[src/rtl/txf_pkg.sv]
package txf_pkg;
  localparam int unsigned REG_W  = 16;
  localparam int unsigned WM_W   = 3;
  localparam int unsigned UA_W   = 5;
  localparam int unsigned WM_LSB = 13;
  localparam int unsigned UA_LSB = 8;

  typedef logic [WM_W-1:0] wm_code_t;

  localparam wm_code_t WM_ALL_FREE = 3'b000;
  localparam wm_code_t WM_3QTR     = 3'b100;
  localparam wm_code_t WM_HALF     = 3'b101;
  localparam wm_code_t WM_1QTR     = 3'b110;
  localparam wm_code_t WM_ANY      = 3'b111;

  // prohibited codes are 001, 010 and 011
  function automatic logic wm_is_legal(input wm_code_t code);
    return !(code == 3'b001 || code == 3'b010 || code == 3'b011);
  endfunction

  // empty stages required before a request; unreachable for illegal codes
  function automatic int unsigned wm_threshold(input wm_code_t code,
                                               input int unsigned depth);
    case (code)
      WM_ALL_FREE: return depth;
      WM_3QTR:     return (depth * 3) / 4;
      WM_HALF:     return depth / 2;
      WM_1QTR:     return depth / 4;
      WM_ANY:      return 1;
      default:     return depth + 1;
    endcase
  endfunction

  function automatic logic wm_request(input wm_code_t code,
                                      input int unsigned free_cnt,
                                      input int unsigned depth);
    return free_cnt >= wm_threshold(code, depth);
  endfunction
endpackage

[src/rtl/txf_storage.sv]
module txf_storage #(
  parameter int unsigned DW    = 16,
  parameter int unsigned DEPTH = 16
) (
  input  logic          clk,
  input  logic          rst_n,
  input  logic          clr,
  input  logic          push_ok,
  input  logic          pop_ok,
  input  logic [DW-1:0] wdata,
  output logic [DW-1:0] rdata_q
);
  localparam int unsigned AW = (DEPTH > 1) ? $clog2(DEPTH) : 1;
  localparam logic [AW-1:0] LAST = AW'(DEPTH - 1);

  logic [DW-1:0] mem [DEPTH];
  logic [AW-1:0] wptr, rptr;

  function automatic logic [AW-1:0] ptr_next(input logic [AW-1:0] p);
    return (p == LAST) ? '0 : p + 1'b1;
  endfunction

  always_ff @(posedge clk or negedge rst_n) begin
    if (!rst_n) begin
      wptr <= '0;
      rptr <= '0;
    end else if (clr) begin
      wptr <= '0;
      rptr <= '0;
    end else begin
      if (push_ok) wptr <= ptr_next(wptr);
      if (pop_ok)  rptr <= ptr_next(rptr);
    end
  end

  always_ff @(posedge clk) begin
    if (push_ok) mem[wptr] <= wdata;
  end

  // output word holds across underflow and clear
  always_ff @(posedge clk or negedge rst_n) begin
    if (!rst_n)      rdata_q <= '0;
    else if (pop_ok) rdata_q <= mem[rptr];
  end
endmodule

[src/rtl/txf_occupancy.sv]
module txf_occupancy #(
  parameter int unsigned DEPTH = 16,
  localparam int unsigned CW   = $clog2(DEPTH + 1)
) (
  input  logic          clk,
  input  logic          rst_n,
  input  logic          clr,
  input  logic          push_req,
  input  logic          pop_req,
  output logic          push_ok,
  output logic          pop_ok,
  output logic          ovf_ev,
  output logic          udf_ev,
  output logic [CW-1:0] free_cnt,
  output logic          ovf_sticky,
  output logic          udf_sticky
);
  localparam logic [CW-1:0] CAP = CW'(DEPTH);

  logic [CW-1:0] count_q;
  logic          full, empty;

  assign full     = (count_q == CAP);
  assign empty    = (count_q == '0);
  assign push_ok  = push_req && !full  && !clr;
  assign pop_ok   = pop_req  && !empty && !clr;
  assign ovf_ev   = push_req && full   && !clr;
  assign udf_ev   = pop_req  && empty  && !clr;
  assign free_cnt = CAP - count_q;

  always_ff @(posedge clk or negedge rst_n) begin
    if (!rst_n) begin
      count_q    <= '0;
      ovf_sticky <= 1'b0;
      udf_sticky <= 1'b0;
    end else if (clr) begin
      count_q    <= '0;
      ovf_sticky <= 1'b0;
      udf_sticky <= 1'b0;
    end else begin
      case ({push_ok, pop_ok})
        2'b10:   count_q <= count_q + 1'b1;
        2'b01:   count_q <= count_q - 1'b1;
        default: count_q <= count_q;
      endcase
      if (ovf_ev) ovf_sticky <= 1'b1;
      if (udf_ev) udf_sticky <= 1'b1;
    end
  end
endmodule

[src/rtl/txf_ctrl_reg.sv]
module txf_ctrl_reg
  import txf_pkg::*;
(
  input  logic             clk,
  input  logic             rst_n,
  input  logic             we,
  input  wm_code_t         wcode,
  input  logic [UA_W-1:0]  free_field,
  output wm_code_t         wm_q,
  output logic             reject_ev,
  output logic [REG_W-1:0] rdata
);
  assign reject_ev = we && !wm_is_legal(wcode);

  always_ff @(posedge clk or negedge rst_n) begin
    if (!rst_n)                        wm_q <= WM_ALL_FREE;
    else if (we && wm_is_legal(wcode)) wm_q <= wcode;
  end

  // low byte belongs to the receive side and reads zero here
  assign rdata = {wm_q, free_field, {UA_LSB{1'b0}}};
endmodule

[src/rtl/txf_req_gen.sv]
module txf_req_gen
  import txf_pkg::*;
#(
  parameter int unsigned DEPTH = 16,
  localparam int unsigned CW   = $clog2(DEPTH + 1)
) (
  input  wm_code_t      wm,
  input  logic [CW-1:0] free_cnt,
  input  logic          dma_mode,
  output logic          req,
  output logic          illegal
);
  assign req     = wm_request(wm, 32'(free_cnt), DEPTH);
  assign illegal = dma_mode && (wm == WM_ANY);
endmodule

[src/rtl/tx_fifo_wm.sv]
module tx_fifo_wm
  import txf_pkg::*;
#(
  parameter int unsigned DW    = 16,
  parameter int unsigned DEPTH = 16
) (
  input  logic          clk,
  input  logic          rst_n,
  input  logic          fifo_clr,
  input  logic          dma_mode,
  input  logic          wr_en,
  input  logic [DW-1:0] wr_data,
  input  logic          rd_en,
  output logic [DW-1:0] rd_data,
  input  logic          reg_we,
  input  logic [15:0]   reg_wdata,
  output logic [15:0]   reg_rdata,
  output logic          tx_req,
  output logic          wm_illegal,
  output logic          ovf_flag,
  output logic          udf_flag
);
  localparam int unsigned CW = $clog2(DEPTH + 1);

  // internal events, named for the bound checker
  logic          push_ok, pop_ok, ovf_ev, udf_ev, reject_ev;
  logic [CW-1:0] free_cnt;
  wm_code_t      wm_q;
  logic [UA_W-1:0] free_field;

  assign free_field = UA_W'(free_cnt);

  txf_occupancy #(.DEPTH(DEPTH)) u_occ (
    .clk(clk), .rst_n(rst_n), .clr(fifo_clr),
    .push_req(wr_en), .pop_req(rd_en),
    .push_ok(push_ok), .pop_ok(pop_ok),
    .ovf_ev(ovf_ev), .udf_ev(udf_ev),
    .free_cnt(free_cnt),
    .ovf_sticky(ovf_flag), .udf_sticky(udf_flag)
  );

  txf_storage #(.DW(DW), .DEPTH(DEPTH)) u_mem (
    .clk(clk), .rst_n(rst_n), .clr(fifo_clr),
    .push_ok(push_ok), .pop_ok(pop_ok),
    .wdata(wr_data), .rdata_q(rd_data)
  );

  txf_ctrl_reg u_reg (
    .clk(clk), .rst_n(rst_n), .we(reg_we),
    .wcode(reg_wdata[WM_LSB +: WM_W]),
    .free_field(free_field),
    .wm_q(wm_q), .reject_ev(reject_ev), .rdata(reg_rdata)
  );

  txf_req_gen #(.DEPTH(DEPTH)) u_req (
    .wm(wm_q), .free_cnt(free_cnt), .dma_mode(dma_mode),
    .req(tx_req), .illegal(wm_illegal)
  );
endmodule

[config.mk]
export PLATFORM = sky130hd
export DESIGN_NAME = tx_fifo_wm
export DESIGN_NICKNAME = d
export VERILOG_FILES = /design/src/rtl/txf_pkg.sv /design/src/rtl/txf_storage.sv /design/src/rtl/txf_occupancy.sv /design/src/rtl/txf_ctrl_reg.sv /design/src/rtl/txf_req_gen.sv /design/src/rtl/tx_fifo_wm.sv
export SDC_FILE = /design/constraint.sdc
export NUM_CORES = 1
export LEC_CHECK = 0
export BUFFER_PORTS_ARGS = -buffer_cell sky130_fd_sc_hd__buf_2
export CAP_MARGIN = 40
export CORE_UTILIZATION = 45
export CTS_CLUSTER_DIAMETER = 200
export CTS_CLUSTER_SIZE = 14
export DETAILED_ROUTE_END_ITERATION = 7
export SETUP_SLACK_MARGIN = 0.15
export SLEW_MARGIN = 10
export SYNTH_ARGS = -nofsm -noshare
export SYNTH_HDL_FRONTEND = slang
export SYNTH_SLANG_ARGS = --single-unit
export TNS_END_PERCENT = 1
[constraint.sdc]
create_clock -name clk -period 5.9 [get_ports clk]
set_input_delay 0.295 -clock clk [delete_from_list [all_inputs] [get_ports clk]]
set_output_delay 0.295 -clock clk [all_outputs]
set_load 0.01 [all_outputs]
==> results of run 1 <==
[per-stage QoR]
stage / hold slack [ns] / utilization
after floorplan: -0.0005911 / -
after global placement: 0.4515 / 0.4828
after detailed placement: 0.2298 / 0.4959
after CTS: 0.02460 / 0.5242
after global routing: 0.04004 / 0.5242
final: 0.03827 / 0.5242
[layout by cell type (no fill, tap or decap), types with 13 or more instances in the layout]
cell,instances
mux2i_1,64
and2_1,13
mux4_1,16
mux2_2,15
clkbuf_16,24
a21oi_1,30
clkbuf_1,17
ha_1,13
mux4_2,17
dfrtp_1,33
nand2_1,15
o22ai_1,39
nor2_1,25
edfxtp_1,256
buf_2,53
[layout make-up]
type	instances	area [µm²]	share of cell area
well taps	330	412.9	0.03092
clock inverters	2	46.29	0.003467
multi-input cells	327	2978	0.2230
repair buffers	79	674.4	0.05051
clock buffers	41	664.4	0.04976
inverters	9	33.78	0.002530
flip-flops and latches	290	8542	0.6398
[logic make-up (layout without fill, tap and decap cells)]
logic type,after synthesis,after routing
adder cells (fa/ha/maj),13,13
AO/OA/AOI/OAI,92,92
buffers and inverters,55,131
multiplexers,112,112
other,1,8
XOR/XNOR,6,6
flip-flops,290,290
AND/OR/NAND/NOR,96,96
[worst reg2reg max path: stages, from the launching register on]
cell	delay (ns)
dfrtp_1	0.48
inv_1	0.10
ha_1	0.23
nor3b_1	0.16
ha_1	0.24
nor2b_1	0.44
nand2b_1	0.26
nor3_2	0.74
buf_4	0.40
[worst max-delay path by stage]
| stage | slack (ns) | depth (start not counted) | from | to |
|---|---|---|---|---|
| final | 2.52 | 8 | u_occ.count_q[0] | u_mem.mem[0][7] |
| after global routing | 2.29 | 9 | u_occ.count_q[0] | u_mem.mem[7][13] |
| after CTS | 2.55 | 8 | u_occ.count_q[0] | u_mem.mem[0][9] |
| after detailed placement | 2.57 | 8 | u_occ.count_q[0] | u_mem.mem[0][9] |
| after global placement | 2.51 | 8 | u_occ.count_q[0] | u_mem.mem[6][10] |
| after floorplan | 2.71 | 9 | u_occ.count_q[1] | u_mem.mem[0][0] |
[state kept, by name, indices dropped and copies added (netlist names)]
register / cells
u_mem.mem: 256
u_mem.rdata_q: 16
u_occ.count_q: 5
u_mem.rptr: 4
u_mem.wptr: 4
u_reg.wm_q: 3
u_occ.ovf_sticky: 1
u_occ.udf_sticky: 1
[power groups by stage]
stage / sequential (mW) / clock, mW / combinational, mW
2_1_floorplan: 2.45 / 0 / 0.887
6_report: 2.44 / 1.50 / 1.18
5_1_grt: 2.45 / 1.60 / 1.30
3_5_place_dp: 2.48 / 0 / 1.19
3_3_place_gp: 2.53 / 0 / 1.08
4_1_cts: 2.44 / 1.52 / 1.19
[per-layer routing]
layer,GRT usage,vias to the layer above,part of all wire
met2,0.3294,197,0.49
met3,0.02702,45,0.047
li1,-,2746,-
met4,0.05766,0,0.026
met5,0,-,0
met1,0.2674,3218,0.44
==> flow_summary.json, run 1 <==
{
  "run_status": "complete, no violations",
  "crit_top_cell": "ha_1",
  "synthFlopType": "edfxtp_1",
  "synthesis.area_um2": 11800,
  "period_share": 0.5734,
  "grt_max_degree": 45,
  "finClkSkew_ns": 0.007872,
  "start_kind": "flip-flop",
  "synth_adder_area_share": 0.01378,
  "slowest_delay_ns": 0.74,
  "r2r-start": "u_occ.count_q[0]",
  "drv_cap": 0,
  "r2r-end": "u_mem.mem[0][7]",
  "muxShareOfSynthArea": 0.1367,
  "path_buf_inv": 2,
  "place_area_um2": 12630,
  "n_fill_cell": 2028,
  "p_leak_nw": 4.438,
  "final_area_um2": 13350,
  "grtUsageTotal": 0.1963,
  "grt-ovfl-total": 0,
  "netlist.area_leader.share": 0.6515,
  "synth_top_family_by_area": "multiplexers",
  "finalHoldViolCount": 0,
  "antenna_cells": 0,
  "hold_path_depth": 2,
  "cts_sinks": 290,
  "synth.avg_cell_area_um2": 17.74,
  "vias": 6206,
  "initial_core_util": 0.4633,
  "critPathSlowestCell": "nor3_2",
  "placed_cells": 1034,
  "syn_inst": 665,
  "tns_ns": 0,
  "period_needed_ns": 3.383,
  "synth_top_area_cell": "edfxtp_1",
  "die_y_um": 163.9,
  "synth-simple-area-share": 0.04273,
  "fmax_mhz": 295.6,
  "yosys-top-cells-area": "edfxtp_1 (65%), dfrtp_1 (7.2%), mux2i_1 (5.4%)",
  "critical_path_class": "flip-flop to flip-flop",
  "antenna_found_initial": 0,
  "p_clk_frac": 0.292,
  "drt-total-wl_mm": 25.65,
  "clockBufferDepth": 3,
  "clk_latency_ns": 0.53,
  "post_cts_buffers": 0,
  "hpwl_mm": 16.48,
  "final_cells": 1078,
  "cp.arrival_ns": 3.59,
  "worstMarginPinSlew_ns": 0.9016,
  "cts_root_buffer": "clkbuf_16",
  "first_iter_violations": 415,
  "rr_worst_depth": 8,
  "fin_nets": 783,
  "ys_seq_area_frac": 0.7236,
  "htreeDepth": 1,
  "drc": 0,
  "path_clk_slew_ns": 0.07,
  "layout_setup_ws_ns": 2.517,
  "synthDistinctLibCells": 46,
  "rsz0062_at_grt": "no",
  "routedWlPerCell_um": 23.80,
  "required_ns": 6.10,
  "combPwrFrac": 0.231,
  "postRouteAntennaNets": 0,
  "synth_compound_area_frac": 0.05005,
  "dr.pass1.iters": 5,
  "yosysWarnings": 0,
  "placementRows": 58,
  "post-place-ws_ns": 2.572,
  "regToRegSetupSlack_ns": 2.52,
  "p_int_mw": 3.700,
  "gp_congestion": 0.8058,
  "setup_viol": 0,
  "drv_slew": 0,
  "cts_resized": 0,
  "cts_tree": "yes",
  "p_sw_frac": 0.2770,
  "critPathTopFamily": "simple AND/OR/NAND/NOR gates",
  "hold_class": "primary input to flip-flop",
  "synth_common_cells": "edfxtp_1 (256), mux2i_1 (64), o22ai_1 (39)",
  "port_buffers": 53,
  "fp.dieW_um": 163.9,
  "peakVddDrop_uv": 322.1,
  "hold_path_end": "u_reg.wm_q[0]",
  "yosysMostFrequentCell": "edfxtp_1",
  "synth_seq_cells": 290,
  "path_cells": "inv_1 > ha_1 > nor3b_1 > ha_1 > nor2b_1 > nand2b_1 > nor3_2 > buf_4",
  "grt_first_pass_wirelength_mm": 38.25,
  "slew_headroom": 0.3989,
  "powerDensity_nw_per_um2": 383.3,
  "synth_edf_count": 256,
  "io_pins": 75,
  "cts_made_buffers": 24,
  "cp-end-kind": "flip-flop",
  "async_reset_ff_frac": 0.1172,
  "drive_above_1_share": 0.2032,
  "synth_xor_xnor_area_share": 0.004453,
  "seqPwrFrac": 0.477,
  "critPathMaxFanout": 10,
  "ctsHoldBuffers": 1,
  "min_from": "reg_we",
  "area_growth_pct": 13.15,
  "dieArea_um2": 26870,
  "vias_per_cell": 5.757,
  "total_power_mw": 5.117,
  "p_sw_mw": 1.418,
  "grt_pass1_vias": 6291,
  "core-area_um2": 25470
}
Note: power is estimated with default switching activity, not from simulation.
==> run 2, diff against run 1 <==
==> constraint.sdc (replaced) <==
create_clock -name clk -period 3.24 [get_ports clk]
set_input_delay 0.162 -clock clk [delete_from_list [all_inputs] [get_ports clk]]
set_output_delay 0.162 -clock clk [all_outputs]
set_load 0.01 [all_outputs]
==> flow_summary.json, run 2 (same netlist as run 1, synthesis figures left out) <==
{
  "cp.arrival_ns": 3.09,
  "peakVddDrop_uv": 584.2,
  "critical_path_class": "flip-flop to flip-flop",
  "final_common_cell": "edfxtp_1",
  "grtUsageTotal": 0.1864,
  "path_clk_slew_ns": 0.07,
  "period_share": 0.8804,
  "routedWlPerCell_um": 22.19,
  "drive_above_1_share": 0.2081,
  "slowest_delay_ns": 0.45,
  "path_buf_inv": 2,
  "vias_per_cell": 5.626,
  "placementRows": 58,
  "fin_nets": 803,
  "grt_max_degree": 39,
  "worstMarginPinSlew_ns": 0.8732,
  "drv_cap": 0,
  "cp-end-kind": "flip-flop",
  "drv_slew": 0,
  "postRouteAntennaNets": 0,
  "slew_headroom": 0.4179,
  "critPathMaxFanout": 11,
  "critPathSlowestCell": "dfrtp_1",
  "first_iter_violations": 509,
  "port_buffers": 53,
  "top_register": "u_mem.mem",
  "drt-total-wl_mm": 24.39,
  "largest_reg_flops": 256,
  "fp.dieW_um": 163.9,
  "hpwl_mm": 15.38,
  "drc": 0,
  "hold_class": "primary input to flip-flop",
  "min_from": "wr_data[9]",
  "rsz0062_at_grt": "yes",
  "cts_tree": "yes",
  "io_pins": 75,
  "die_y_um": 163.9,
  "fmax_mhz": 350.6,
  "finClkSkew_ns": 0.02038,
  "antenna_found_initial": 0,
  "path_cells": "inv_1 > ha_1 > nor3b_1 > ha_1 > nor2b_2 > nand2_1 > nor2_1 > and2_1 > buf_12",
  "dr.pass1.iters": 5,
  "start_kind": "flip-flop",
  "area_growth_pct": 13.75,
  "regToRegSetupSlack_ns": 0.39,
  "run_status": "complete, no violations",
  "tns_ns": 0,
  "cts_root_buffer": "clkbuf_16",
  "grt-ovfl-total": 0,
  "finalHoldViolCount": 0,
  "antenna_cells": 0,
  "powerDensity_nw_per_um2": 691.6,
  "cts_made_buffers": 24,
  "cts_sinks": 290,
  "period_needed_ns": 2.852,
  "total_power_mw": 9.283,
  "grt_first_pass_wirelength_mm": 36.35,
  "layout_common_cells": "edfxtp_1 (256), mux2i_1 (64), buf_2 (53)",
  "r2r-start": "u_occ.count_q[0]",
  "clockBufferDepth": 3,
  "dieArea_um2": 26870,
  "vias": 6183,
  "gp_congestion": 0.7792,
  "clk_latency_ns": 0.53,
  "top_regs": "u_mem.mem (256), u_mem.rdata_q (16), u_occ.count_q (5)",
  "grt_pass1_vias": 6207,
  "htreeDepth": 1,
  "startpoint": "u_occ.count_q[0]",
  "required_ns": 3.47,
  "crit_top_cell": "ha_1",
  "setup_viol": 0,
  "p_leak_nw": 4.495,
  "initial_core_util": 0.4633,
  "core-area_um2": 25470,
  "critPathTopFamily": "simple AND/OR/NAND/NOR gates"
}
[run 2: layer usage]
layer,up-vias,global-route usage,share of wire
met2,192,0.3072,0.48
li1,2783,-,-
met1,3171,0.2625,0.45
met3,37,0.02374,0.049
met4,0,0.05008,0.023
met5,-,0,0
[run 2: final cells by class]
type,instances,area (µm²)
Multi-Input combinational cell,327,2982
Fill cell,2026,12050
Clock inverter,2,46.29
Tap cell,330,412.9
Clock buffer,42,668.1
Sequential cell,290,8542
Timing Repair Buffer,99,738.2
Inverter,9,33.78
[run 2: power by group]
group / switching (mW) / total, mW / internal (mW)
Combinational: 1.09 / 2.12 / 1.03
Sequential: 0.221 / 4.46 / 4.24
Clock: 1.23 / 2.70 / 1.48
Total: 2.54 / 9.28 / 6.74
[run 2: through the flow]
stage               cell area (µm²)  instances  hold slack [ns]    util  setup WS (ns)
finish                        13420       1099          0.02602  0.5270         0.3875
global route                  13420       1099          0.02627  0.5270         0.1257
CTS                           13420       1099          0.01203  0.5269         0.3084
detailed placement            12550       1040           0.1488  0.4929         0.1117
global placement              12490       1037           0.3163  0.4904         0.2890
floorplan                     11830        672          -0.1336       -        0.07615
[run 2: path summary, 6_finish.rpt]
path / endpoint / cells past startpoint
min reg2reg: u_occ.ovf_sticky / 2
max reg2reg: u_mem.mem[15][15] / 9
min: u_mem.mem[12][9] / 1
min in group asynchronous: u_mem.wptr[3] / 2
max in group asynchronous: u_mem.rptr[0] / 3
max: u_mem.mem[15][15] / 9
[run 2: timing repair]
item / CTS / global route
buffers inserted: 0 / 0
pin swaps: 0 / 0
hold buffers: 15 / 0
resized for setup: 1 / 1
setup endpoints to repair: 22 / 22
hold endpoints to repair: 119 / 0
